--- config.mk ---
export PLATFORM = sky130hd
export DESIGN_NAME = ecc_err_capture
export DESIGN_NICKNAME = d
export VERILOG_FILES = /design/src/rtl/ecc_cap_pkg.sv /design/src/rtl/ecc_ctrl_bits.sv /design/src/rtl/ecc_err_latch.sv /design/src/rtl/ecc_err_capture.sv
export SDC_FILE = /design/constraint.sdc
export NUM_CORES = 1
export LEC_CHECK = 0
export BUFFER_PORTS_ARGS = -buffer_cell sky130_fd_sc_hd__buf_2
export CAP_MARGIN = 20
export CELL_PAD_IN_SITES_DETAIL_PLACEMENT = 0
export CELL_PAD_IN_SITES_GLOBAL_PLACEMENT = 1
export CORE_ASPECT_RATIO = 1.75
export CORE_MARGIN = 2
export CORE_UTILIZATION = 25
export CTS_CLUSTER_SIZE = 24
export DETAILED_ROUTE_END_ITERATION = 8
export PLACE_DENSITY = 0.81
export SLEW_MARGIN = 10
export SYNTH_ARGS = -nofsm -noshare
export SYNTH_HDL_FRONTEND = slang
export SYNTH_SLANG_ARGS = --single-unit
--- constraint.sdc ---
create_clock -name clk -period 1.2 [get_ports clk]
set_input_delay 0.06 -clock clk [delete_from_list [all_inputs] [get_ports clk]]
set_output_delay 0.06 -clock clk [all_outputs]
set_load 0.005 [all_outputs]
--- src/rtl/ecc_cap_pkg.sv ---
// Shared layout of the error capture word. Bit positions are fixed because
// software decodes them.
package ecc_cap_pkg;
    localparam int REG_W   = 32;
    localparam int SYN_W   = 8;
    localparam int CAP_W   = 19;
    localparam int B_SBE   = 0;
    localparam int B_MBE   = 1;
    localparam int B_NMIEN = 2;
    localparam int B_SEREN = 3;
    localparam int B_SYN   = 4;
    localparam int B_ADDR  = B_SYN + SYN_W;
    localparam int B_SDIS  = REG_W - 1;

    // Captured error record
    typedef struct packed {
        logic             sbe;
        logic             mbe;
        logic [CAP_W-1:0] addr;
        logic [SYN_W-1:0] syn;
    } cap_rec_t;

    // Writable control bits
    typedef struct packed {
        logic sdis;
        logic seren;
        logic nmien;
    } ctrl_t;
endpackage

--- src/rtl/ecc_ctrl_bits.sv ---
// Control bit storage: scrub disable and the two request enables.
// Assumes one write strobe; every write loads all three bits.
module ecc_ctrl_bits
    import ecc_cap_pkg::*;
(
    input  logic             clk,
    input  logic             rst_n,
    input  logic             wr,
    input  logic [REG_W-1:0] wdata,
    output ctrl_t            ctrl
);
    // Load the control bits on a write, clear them on reset.
    always_ff @(posedge clk) begin
        if (!rst_n) begin
            ctrl <= '0;
        end else if (wr) begin
            ctrl.sdis  <= wdata[B_SDIS];
            ctrl.seren <= wdata[B_SEREN];
            ctrl.nmien <= wdata[B_NMIEN];
        end
    end


    ctrl_wr_chk: assert property (@(posedge clk) disable iff (!rst_n)
        $past(wr) && $past(rst_n) |-> ctrl.sdis == $past(wdata[B_SDIS]));
endmodule

--- src/rtl/ecc_err_latch.sv ---
// First-error-wins capture of one error record.
// Assumes event pulses are qualified by the caller. A multi-bit event takes
// priority over a single-bit one in the same cycle. A capture wins over a
// flag clear in the same cycle (this can only happen with both flags clear).
module ecc_err_latch
    import ecc_cap_pkg::*;
#(
    parameter int ADDR_W = 32
) (
    input  logic              clk,
    input  logic              rst_n,
    input  logic              sbe_evt,
    input  logic              mbe_evt,
    input  logic [ADDR_W-1:0] err_addr,
    input  logic [SYN_W-1:0]  err_syn,
    input  logic              wr,
    input  logic [1:0]        clr_bits,
    output cap_rec_t          rec
);
    localparam int ADDR_LO = ADDR_W - CAP_W;

    logic held;
    logic take;
    assign held = rec.sbe | rec.mbe;
    assign take = !held && (sbe_evt || mbe_evt);

    // Capture a new event when idle, otherwise apply write-one-to-clear.
    always_ff @(posedge clk) begin
        if (!rst_n) begin
            rec <= '0;
        end else if (take) begin
            rec.mbe  <= mbe_evt;
            rec.sbe  <= !mbe_evt;
            rec.addr <= err_addr[ADDR_W-1:ADDR_LO];
            rec.syn  <= err_syn;
        end else if (wr) begin
            if (clr_bits[0]) rec.sbe <= 1'b0;
            if (clr_bits[1]) rec.mbe <= 1'b0;
        end
    end


    flags_excl_chk: assert property (@(posedge clk) disable iff (!rst_n)
        !(rec.sbe && rec.mbe));


    frozen_chk: assert property (@(posedge clk) disable iff (!rst_n)
        $past(rst_n) && $past(held) |-> $stable(rec.addr) && $stable(rec.syn));


    sbe_cause_chk: assert property (@(posedge clk) disable iff (!rst_n)
        $past(rst_n) && $rose(rec.sbe) |-> $past(sbe_evt && !mbe_evt));


    clr_chk: assert property (@(posedge clk) disable iff (!rst_n)
        $past(rst_n) && $past(wr && clr_bits == 2'b11 && held) |-> !rec.sbe && !rec.mbe);
endmodule

--- src/rtl/ecc_err_capture.sv ---
// Top of the ECC error capture register. It assembles the 32-bit word from
// the held error record and the control bits, and drives the request levels.
// Assumes ADDR_W >= 19; the upper 19 address bits are kept.
module ecc_err_capture
    import ecc_cap_pkg::*;
#(
    parameter int ADDR_W = 32
) (
    input  logic              clk,
    input  logic              rst_n,
    input  logic              sbe_evt,
    input  logic              mbe_evt,
    input  logic [ADDR_W-1:0] err_addr,
    input  logic [7:0]        err_syn,
    input  logic              reg_wr,
    input  logic [31:0]       reg_wdata,
    output logic [31:0]       reg_rdata,
    output logic              nmi_req,
    output logic              serr_req,
    output logic              scrub_en
);
    cap_rec_t rec;
    ctrl_t    ctrl;

    ecc_ctrl_bits u_ctrl (
        .clk   (clk),
        .rst_n (rst_n),
        .wr    (reg_wr),
        .wdata (reg_wdata),
        .ctrl  (ctrl)
    );

    ecc_err_latch #(.ADDR_W(ADDR_W)) u_latch (
        .clk      (clk),
        .rst_n    (rst_n),
        .sbe_evt  (sbe_evt),
        .mbe_evt  (mbe_evt),
        .err_addr (err_addr),
        .err_syn  (err_syn),
        .wr       (reg_wr),
        .clr_bits ({reg_wdata[B_MBE], reg_wdata[B_SBE]}),
        .rec      (rec)
    );

    // Pack the read word in its software-visible layout.
    always_comb begin
        reg_rdata                           = '0;
        reg_rdata[B_SDIS]                   = ctrl.sdis;
        reg_rdata[B_ADDR +: CAP_W]          = rec.addr;
        reg_rdata[B_SYN +: SYN_W]           = rec.syn;
        reg_rdata[B_SEREN]                  = ctrl.seren;
        reg_rdata[B_NMIEN]                  = ctrl.nmien;
        reg_rdata[B_MBE]                    = rec.mbe;
        reg_rdata[B_SBE]                    = rec.sbe;
    end

    // Request levels, gated by their enables.
    always_comb begin
        nmi_req  = rec.sbe & ctrl.nmien;
        serr_req = rec.mbe & ctrl.seren;
        scrub_en = !ctrl.sdis;
    end


    nmi_src_chk: assert property (@(posedge clk) disable iff (!rst_n)
        nmi_req |-> reg_rdata[B_SBE] && !serr_req);


    mbe_cause_chk: assert property (@(posedge clk) disable iff (!rst_n)
        $past(rst_n) && $rose(reg_rdata[B_MBE]) |-> $past(mbe_evt));
endmodule

=== Word level (Yosys, flattened, before mapping) ===
Index checks and enable logic that the tools add are counted.

* Register bits after elaboration: 32
* Input bits: 77
* Output and inout port bits: 35
* Logic and storage cells: 24

* Muxes and demuxes: 4
* Bitwise gates (word level): 3
* Reduce and logical (&&, ||, !) cells: 10

{| class="wikitable"
|+ Operators by type and width
! kind !! count
|-
| $reduce_bool 2->1 || 3
|-
| $mux 2 || 2
|-
| $reduce_and 2->1 || 2
|-
| $logic_not 1->1 || 3
|-
| $and 1x1->1 || 2
|-
| $mux 1 || 2
|-
| $logic_and 1x1->1 || 1
|-
| $logic_or 1x1->1 || 1
|-
| $or 1x1->1 || 1
|}

=== Depth between registers and ports, before layout ===
Gate-level depths: netlist (run 1).

* Word-level depth: 5
* Mapped depth: 5
* Mapped depth without buffers: 3

=== Cells and area by module ===
From an unflattened synthesis (run 1), not the netlist that was laid out.

* Cell total of the unflattened synthesis: 140
* Area total of the unflattened synthesis: 1310.0 sq um

{| class="wikitable"
|+ By module, submodules not included
! module !! instances !! cells each !! area each (sq um) !! sequential area each (sq um)
|-
| ecc_err_latch || 1 || 128 || 1184.9 || 580.6
|-
| ecc_ctrl_bits || 1 || 9 || 108.9 || 60.1
|-
| ecc_err_capture || 1 || 3 || 16.3 || 0.0
|}

=== Worst setup path after synthesis (run 1) ===
No wires, ideal clock.

* Kind: register to register
* Start point: register u_latch.rec[28] (netlist name)
* End point: register u_latch.rec[0] (netlist name)
* Library setup time: 0.072 ns
* Arrival time: 1.010 ns
* Required time: 1.128 ns
* Setup slack: 0.118 ns
* Stages on the path, launching flop included: 5
* Buffers on the path: 2
* Period minus slack after synthesis: 1.082 ns
* Cells stage by stage: dfxtp_1 > nor3_2 > buf_6 > buf_12 > mux2i_1

* Longest elaborated chain between the ends: 3

{| class="wikitable"
|+ RTL lines
! item !! RTL line !! text
|-
| $or 1x1->1 || ecc_err_latch.sv:24 || <nowiki>assign held = rec.sbe | rec.mbe;</nowiki>
|-
| $logic_not 1->1 || ecc_err_latch.sv:25 || <nowiki>assign take = !held && (sbe_evt || mbe_evt);</nowiki>
|-
| $logic_and 1x1->1 || ecc_err_latch.sv:25 ||
|}

No other way between the ends.
A chain may end at the register's enable or synchronous reset.

=== Worst setup path after layout (run 1) ===
* Start point: register u_latch.rec[28] (netlist name)
* End point: output port nmi_req

* Longest elaborated chain between the ends: 1

{| class="wikitable"
|+ RTL lines
! item !! RTL line !! text
|-
| $and 1x1->1 || ecc_err_capture.sv:59 || <nowiki>nmi_req = rec.sbe & ctrl.nmien;</nowiki>
|-
| to (decl) || ecc_err_capture.sv:18 || <nowiki>output logic nmi_req,</nowiki>
|}

No other way between the ends.

==> flow_summary.json, run 1 <==
{
  "status": "finished, violations left",
  "violations": "DRC",
  "final-setup-viol-count": 0,
  "cts.path.max_buffers": 2,
  "holdWs_ps": 19.0,
  "worstPathMaxFanout": 5,
  "wl_per_cell_um": 10.6,
  "clock_latency_ps": 270,
  "grt_max_degree": 29,
  "power_frac_comb": 0.182,
  "worstMarginPinSlew_ps": 269,
  "slew_viol_final": 0,
  "required_ps": 1140,
  "synth_fa_ha_area_frac": 0,
  "hold_viol": 0,
  "cp-start-kind": "register",
  "syn_area_um2": 1310,
  "post-cts-setup-buffers": 0,
  "p_clk_frac": 0.347,
  "p_switching_mw": 0.629,
  "avgSynthCellArea_um2": 9.18,
  "fin_area_um2": 1850,
  "viasPerCell": 4.28,
  "layout_min_cycle_time_ps": 1100,
  "synth_compound_area_frac": 0.0143,
  "dr.first_iter.drc_count": 15,
  "fmax_mhz": 913,
  "dp_slack_ps": 112,
  "num_rows": 34,
  "port_buffers": 71,
  "drive_gt1_frac": 0.397,
  "core_um2": 5020,
  "critPathTopFamily": "flip-flops",
  "ys_seq_area_frac": 0.488,
  "finClkSkew_ps": 3.96,
  "arrival_ps": 1040,
  "ctsRootBufferMaster": "clkbuf_8",
  "synthCells": 143,
  "cts-resized-gates": 0,
  "syn_to_final_growth_pct": 41.3,
  "grt_pass1_vias": 1079,
  "drv_cap": 0,
  "synth_cell_types": 16,
  "cts_sinks": 32,
  "fin_tns_setup_ps": 0,
  "synthTopCellsByArea": "dfxtp_1 (49%), mux2i_1 (23%), nand2_1 (16%)",
  "cts_buffers": 5,
  "synth_top_area_share": 0.488,
  "crit_path_top_delay_cell": "dfxtp_1",
  "wirelength_mm": 2.90,
  "h-tree-depth": 2,
  "period_share": 0.913,
  "post_dp_cell_area_um2": 1750,
  "worst-setup-path-type": "register to output port",
  "muxShareOfSynthArea": 0.229,
  "pwr-share-seq": 0.471,
  "drc": 3,
  "path_cells": "buf_4, and2_2, buf_2",
  "globalRouteTotalUtil": 0.104,
  "clk_pin_slew_worst_paths_ps": 60,
  "min-delay-path-class": "primary input to register",
  "nNetsFinal": 296,
  "reg2regPathDepth": 3,
  "antenna_found_initial": 0,
  "dp_hpwl_mm": 2.23,
  "rsz0062_at_grt": "no",
  "die_area_um2": 5870,
  "yosys.area_share.simple": 0.196,
  "start_util": 0.261,
  "synth_fp_nets": 220,
  "ios": 112,
  "worst-path-stages": 3,
  "grt_remaining_overflow": 0,
  "antenna-diode-count": 0,
  "cp-end-kind": "output port",
  "holdPathStages": 3,
  "final_core_util": 0.369,
  "cts_tree": "yes",
  "vias": 1169,
  "power.density_nw_per_um2": 1380,
  "relSlewSlack": 0.820,
  "die_x_um": 58.8,
  "internal_power_mw": 1.92,
  "p_sw_frac": 0.246,
  "p_leak_nw": 0.980,
  "ant_nets": 0,
  "place_congestion": 0.727,
  "grt_pass1_wl_mm": 4.66,
  "first_pass_iters": 5,
  "synth_top_family_by_area": "multiplexers",
  "die_h_um": 99.9,
  "critical_path_buf_inv_count": 2,
  "synth-xor-area-share": 0,
  "peakVddDrop_uv": 699,
  "netlist.top_cell.by_area": "dfxtp_1",
  "synth_seq_cells": 32,
  "critical-path-max-stage-delay_ps": 330,
  "yosys_warnings": 0,
  "fin_ws_ps": 105
}
==> final timing paths <==
path / start / end / slack (ps)
setup / recovery: u_latch.rec[28]$_SDFFE_PN0P_ / nmi_req / 100
hold / removal: reg_wdata[2] / u_ctrl.ctrl[0]$_SDFFE_PN0P_ / 20
setup reg to reg: u_latch.rec[28]$_SDFFE_PN0P_ / u_latch.rec[22]$_SDFFE_PN0P_ / 120
hold reg to reg: u_latch.rec[15]$_SDFFE_PN0P_ / u_latch.rec[15]$_SDFFE_PN0P_ / 450
==> per-layer routing <==
layer,share of wire,global-route usage
met1,0.39,0.108
met2,0.52,0.179
met3,0.058,0.0271
met4,0.034,0.0664
met5,0,0
==> logic make-up after synthesis <==
| kind of cell | count (synthesis) |
|---|---|
| AOI/OAI and AO/OA | 3 |
| buffers and inverters | 13 |
| DFF | 32 |
| muxes | 30 |
| and+or+nand+nor | 65 |
==> registers in the layout, summed over array words and instances (netlist names) <==
| name | cells |
|---|---|
| u_ctrl.ctrl | 3 |
| u_latch.rec | 29 |
==> power by group through the flow <==
stage / registers, mW / logic, mW / clock network, mW
6_report: 1.20 / 0.465 / 0.884
2_1_floorplan: 1.24 / 0.259 / 0
3_3_place_gp: 1.22 / 0.467 / 0
5_1_grt: 1.21 / 0.516 / 0.970
3_5_place_dp: 1.23 / 0.473 / 0
4_1_cts: 1.20 / 0.476 / 0.931
==> repair_timing <==
action,in CTS,in global routing
setup endpoints to repair,0,0
hold endpoints to repair,1,0
hold buffers,1,0
==> stage by stage <==
step,cells,total power [mW]
final,273,2.55
after global routing,273,2.70
after CTS,273,2.61
after detailed placement,265,1.70
after global placement,265,1.69
after floorplan,143,1.50
==> synthesized netlist by cell type, drive strengths merged <==
cell,count
a311oi,1
nand3,1
dfxtp,32
nor2,6
nor3,1
nand2,55
a21oi,2
clkbuf,4
inv,3
mux2i,30
and2,2
buf,6
==> cells in the final DEF (no fill, tap or decap) <==
cell           instances
a21oi_1                2
a311oi_1               1
and2_1                 1
and2_2                 1
buf_12                 3
buf_2                 71
buf_4                  4
clkbuf_8               7
dfxtp_1               32
dlygate4sd3_1          1
inv_1                  3
mux2i_1               30
nand2_1               55
nand3_1                1
nor2_1                 6
nor3_4                 1
==> worst reg2reg max path: stages (launching register included) <==
cell and delay [ps]:
dfxtp_1 330, nor3_4 290, buf_12 200, mux2i_1 190
==> cell type report <==
type | count | area [um^2]
clock buffers | 7 | 96.3
fillers | 553 | 3170
inverters | 3 | 11.3
multi-input cells | 98 | 583
flip-flops and latches | 32 | 641
well taps | 54 | 67.6
repair buffers | 79 | 455
Power figures use the tool's default switching activity.
==> run 2, diff against run 1 <==
==> constraint.sdc (replaced) <==
create_clock -name clk -period 1.2 [get_ports clk]
set_input_delay 0.06 -clock clk [delete_from_list [all_inputs] [get_ports clk]]
set_output_delay 0.06 -clock clk [all_outputs]
set_load 0.1 [all_outputs]
==> run 2 against run 1 <==
  * Die area unchanged
  * Sequential power about the same
  * Flip-flop and latch count stayed put
  * The run still ends with DRC left
  * Register-to-register slack got worse by 30 ps
  * Hold slack got worse by 11 ps
  * Cell count stayed put
==> flow_summary.json, run 2 (synthesis gave the netlist of run 1 again) <==
{
  "final_core_util": 0.390,
  "fillers": 525,
  "start_util": 0.261,
  "dp_cells": 262,
  "wirelength_mm": 2.92,
  "h-tree-depth": 2,
  "cp-start-kind": "register",
  "die_x_um": 58.8,
  "worst-setup-path-type": "register to output port",
  "first_pass_iters": 6,
  "crit_path_top_delay_cell": "buf_2",
  "clk_pin_slew_worst_paths_ps": 70,
  "grt_max_degree": 32,
  "worstMarginPinSlew_ps": 492,
  "antenna-diode-count": 0,
  "final_common_cell": "buf_2",
  "power.density_nw_per_um2": 1750,
  "critPathTopFamily": "buffers and inverters",
  "syn_to_final_growth_pct": 49.3,
  "die_area_um2": 5870,
  "peakVddDrop_uv": 555,
  "period_share": 0.960,
  "nNetsFinal": 295,
  "status": "finished, violations left",
  "cts.path.max_buffers": 2,
  "ctsRootBufferMaster": "clkbuf_8",
  "worstPathMaxFanout": 6,
  "relSlewSlack": 0.675,
  "reg_top3": "u_latch.rec x29, u_ctrl.ctrl x3",
  "globalRouteTotalUtil": 0.105,
  "antenna_found_initial": 0,
  "cts_tree": "yes",
  "fin_cells": 273,
  "vias": 1175,
  "final-setup-viol-count": 0,
  "most-common-layout-cells": "buf_2 (69), nand2_1 (55), mux2i_1 (30)",
  "clock_latency_ps": 280,
  "critical_path_buf_inv_count": 1,
  "violations": "DRC",
  "critical-path-max-stage-delay_ps": 430,
  "num_rows": 34,
  "required_ps": 1140,
  "cts_sinks": 32,
  "grt_pass1_vias": 1097,
  "layout_min_cycle_time_ps": 1150,
  "hold_viol": 0,
  "dr.first_iter.drc_count": 44,
  "grt_pass1_wl_mm": 4.73,
  "p_leak_nw": 1.00,
  "cts_buffers": 5,
  "cts-resized-gates": 0,
  "ant_nets": 0,
  "max_flop_register": "u_latch.rec",
  "path_cells": "buf_2",
  "cp-end-kind": "output port",
  "viasPerCell": 4.30,
  "drv_cap": 0,
  "port_buffers": 71,
  "grt_remaining_overflow": 0,
  "place_congestion": 0.715,
  "rsz0062_at_grt": "no",
  "slew_viol_final": 0,
  "wl_per_cell_um": 10.7,
  "fmax_mhz": 868,
  "finClkSkew_ps": 8.08,
  "core_um2": 5020,
  "largest_reg_flops": 29,
  "min-delay-path-class": "primary input to register",
  "die_h_um": 99.9,
  "arrival_ps": 1090,
  "ios": 112,
  "fin_tns_setup_ps": 0,
  "holdWs_ps": 7.90,
  "drc": 5,
  "dp_hpwl_mm": 2.16,
  "drive_gt1_frac": 0.543
}
run 2: path summary, 6_finish.rpt:
path,start,to,slack (ps),cells past startpoint
min,err_syn[3],u_latch.rec[3]$_SDFFE_PN0P_,8,3
min reg2reg,u_latch.rec[24]$_SDFFE_PN0P_,u_latch.rec[24]$_SDFFE_PN0P_,450,2
max,u_latch.rec[27]$_SDFFE_PN0P_,reg_rdata[1],50,1
max reg2reg,u_latch.rec[27]$_SDFFE_PN0P_,u_latch.rec[9]$_SDFFE_PN0P_,90,3
run 2: timing repair:
item	CTS	global route
hold endpoints to repair	3	0
hold buffers	3	0
setup buffers	0	0
run 2: per-layer routing:
layer  up-vias  wire [um]  GRT usage
met5         -          0          0
met4         0         89     0.0682
met3         5        161     0.0232
met2        40       1500      0.177
met1       525       1170      0.114
li1        605          -          -
run 2: where the power goes:
group / total, mW / internal, mW / switching, mW
clock network: 1.05 / 0.649 / 0.398
logic: 1.16 / 0.260 / 0.902
registers: 1.23 / 1.17 / 0.0532
run 2: per-stage QoR:
| stage | power, mW | setup slack [ps] | area (um^2) |
|---|---|---|---|
| after detailed placement | 2.41 | 81.2 | 1810 |
| after global routing | 3.57 | 4.88 | 1960 |
| after CTS | 3.49 | 31.1 | 1960 |
| final | 3.43 | 48.5 | 1960 |
| after floorplan | 2.22 | -72.4 | 1370 |
| after global placement | 2.40 | 106 | 1810 |
run 2: layout make-up:
type / instances / area (um^2) / share of cell area
well taps: 54 / 67.6 / 0.0345
clock buffers: 8 / 121 / 0.0619
repair buffers: 78 / 483 / 0.246
inverters: 3 / 15.0 / 0.00766
multi-input cells: 98 / 584 / 0.298
flip-flops and latches: 32 / 688 / 0.351
==> run 3, diff against run 2 <==
==> constraint.sdc (replaced) <==
create_clock -name clk -period 1.2 [get_ports clk]
set_input_delay 0.06 -clock clk [delete_from_list [all_inputs] [get_ports clk]]
set_output_delay 0.06 -clock clk [all_outputs]
set_load 0.05 [all_outputs]
==> run 3 against run 2 <==
  * The flow still finishes with violations (DRC)
  * Critical path depth increased by 1
  * Combinational power decreased by 29%
  * Global-route usage decreased by 0.33 points
  * Flip-flop and latch count unchanged
  * Clock skew decreased by 2.7 ps
  * Final area decreased by 6.1%
  * Cell count decreased by 1.1%
  * Non-clock buffer count unchanged
  * Die area unchanged
  * Routed wire length increased by 1.3%
==> flow_summary.json, run 3 (synthesis gave the netlist of run 1 again) <==
{
  "dp_hpwl_mm": 2.10,
  "dr.first_iter.drc_count": 36,
  "cts_tree": "yes",
  "wl_per_cell_um": 10.9,
  "max_flop_register": "u_latch.rec",
  "ctsRootBufferMaster": "clkbuf_8",
  "cts_sinks": 32,
  "nNetsFinal": 295,
  "grt_pass1_wl_mm": 4.60,
  "clk_pin_slew_worst_paths_ps": 60,
  "hold_viol": 0,
  "final_core_util": 0.366,
  "fillers": 538,
  "vias": 1182,
  "crit_path_top_delay_cell": "dfxtp_2",
  "period_share": 0.945,
  "rsz0062_at_grt": "no",
  "clock_latency_ps": 270,
  "fmax_mhz": 881,
  "h-tree-depth": 2,
  "p_sw_frac": 0.342,
  "grt_max_degree": 57,
  "critical-path-max-stage-delay_ps": 390,
  "finClkSkew_ps": 5.36,
  "layout_min_cycle_time_ps": 1130,
  "status": "finished, violations left",
  "min-delay-path-class": "primary input to register",
  "die_area_um2": 5870,
  "cts-resized-gates": 0,
  "peakVddDrop_uv": 484,
  "viasPerCell": 4.38,
  "worstPathMaxFanout": 6,
  "port_buffers": 71,
  "path_cells": "and2_2, buf_2",
  "final_common_cell": "buf_2",
  "critical_path_buf_inv_count": 1,
  "internal_power_mw": 1.81,
  "required_ps": 1140,
  "p_clk_frac": 0.261,
  "first_pass_iters": 5,
  "antenna_found_initial": 0,
  "grt_pass1_vias": 1097,
  "p_switching_mw": 0.940,
  "syn_to_final_growth_pct": 40.1,
  "arrival_ps": 1070,
  "final-setup-viol-count": 0,
  "ant_nets": 0,
  "wirelength_mm": 2.95,
  "antenna-diode-count": 0,
  "place_congestion": 0.653,
  "grt_remaining_overflow": 0,
  "most-common-layout-cells": "buf_2 (71), nand2_1 (55), mux2i_1 (30), dfxtp_1 (30), nor2_1 (6)",
  "worstMarginPinSlew_ps": 256,
  "slew_viol_final": 0,
  "drc": 2,
  "pwr-share-seq": 0.441,
  "cp-start-kind": "register",
  "ios": 112,
  "cts_buffers": 5,
  "fin_tns_setup_ps": 0,
  "critPathTopFamily": "flip-flops",
  "core_um2": 5020,
  "die_x_um": 58.8,
  "drv_cap": 0,
  "num_rows": 34,
  "multi_input_area_um2": 583,
  "start_util": 0.261,
  "drive_gt1_frac": 0.398,
  "cp-end-kind": "output port",
  "relSlewSlack": 0.831,
  "cts.path.max_buffers": 2,
  "p_leak_nw": 0.969,
  "worst-setup-path-type": "register to output port",
  "reg_top3": "u_latch.rec x29, u_ctrl.ctrl x3",
  "violations": "DRC",
  "power_frac_comb": 0.298,
  "die_h_um": 99.9,
  "power.density_nw_per_um2": 1500,
  "largest_reg_flops": 29,
  "seqCellArea_um2": 643,
  "globalRouteTotalUtil": 0.102
}
-- run 3: power groups by stage --
stage          Combinational [mW]  Clock [mW]  Sequential (mW)
4_1_cts                     0.793       0.761             1.21
3_3_place_gp                0.781           0             1.23
5_1_grt                     0.867       0.812             1.22
2_1_floorplan               0.272           0             1.56
3_5_place_dp                0.790           0             1.23
6_report                    0.820       0.718             1.21
-- run 3: what timing repair did --
action	CTS	global route
hold endpoints to repair	1	0
setup endpoints to repair	0	4
hold buffers	1	0
buffers inserted	0	2
-- run 3: stage by stage --
| stage | power [mW] | worst slack, ps | cell area (um^2) | std cells | hold WS (ps) |
|---|---|---|---|---|---|
| 3_5_place_dp | 2.02 | 82.3 | 1720 | 261 | 265 |
| 2_1_floorplan | 1.83 | 16.0 | 1320 | 143 | 171 |
| 5_1_grt | 2.90 | 2.03 | 1840 | 270 | 21.4 |
| 6_report | 2.75 | 65.5 | 1840 | 270 | 25.3 |
| 3_3_place_gp | 2.01 | 106 | 1720 | 261 | 255 |
| 4_1_cts | 2.77 | 50.5 | 1800 | 267 | 12.6 |
-- run 3: path summary, 6_finish.rpt --
kind,from,endpoint,slack (ps),depth (start not counted)
worst max-delay path,u_latch.rec[28]$_SDFFE_PN0P_,nmi_req,70,2
worst min-delay path,err_syn[0],u_latch.rec[0]$_SDFFE_PN0P_,30,3
worst max register to register,u_latch.rec[27]$_SDFFE_PN0P_,u_latch.rec[1]$_SDFFE_PN0P_,80,4
worst min register to register,u_latch.rec[0]$_SDFFE_PN0P_,u_latch.rec[0]$_SDFFE_PN0P_,460,2
-- run 3: area by class of cell --
class,count,area share
clock buffer,5,0.0374
inverter,3,0.00612
multi-input combinational,98,0.317
sequential,32,0.350
tap,54,0.0367
timing repair buffer,78,0.253
-- run 3: per-layer routing --
layer / vias up / global-route usage / wire length (um)
met4: 0 / 0.0524 / 63
met3: 5 / 0.0335 / 182
met5: - / 0 / 0
li1: 604 / - / -
met2: 41 / 0.174 / 1580
met1: 532 / 0.107 / 1130
-- run 3: worst min-delay path, cell delays in order --
cell     delay [ps]
buf_2            90
nand2_1          50
mux2i_1          50
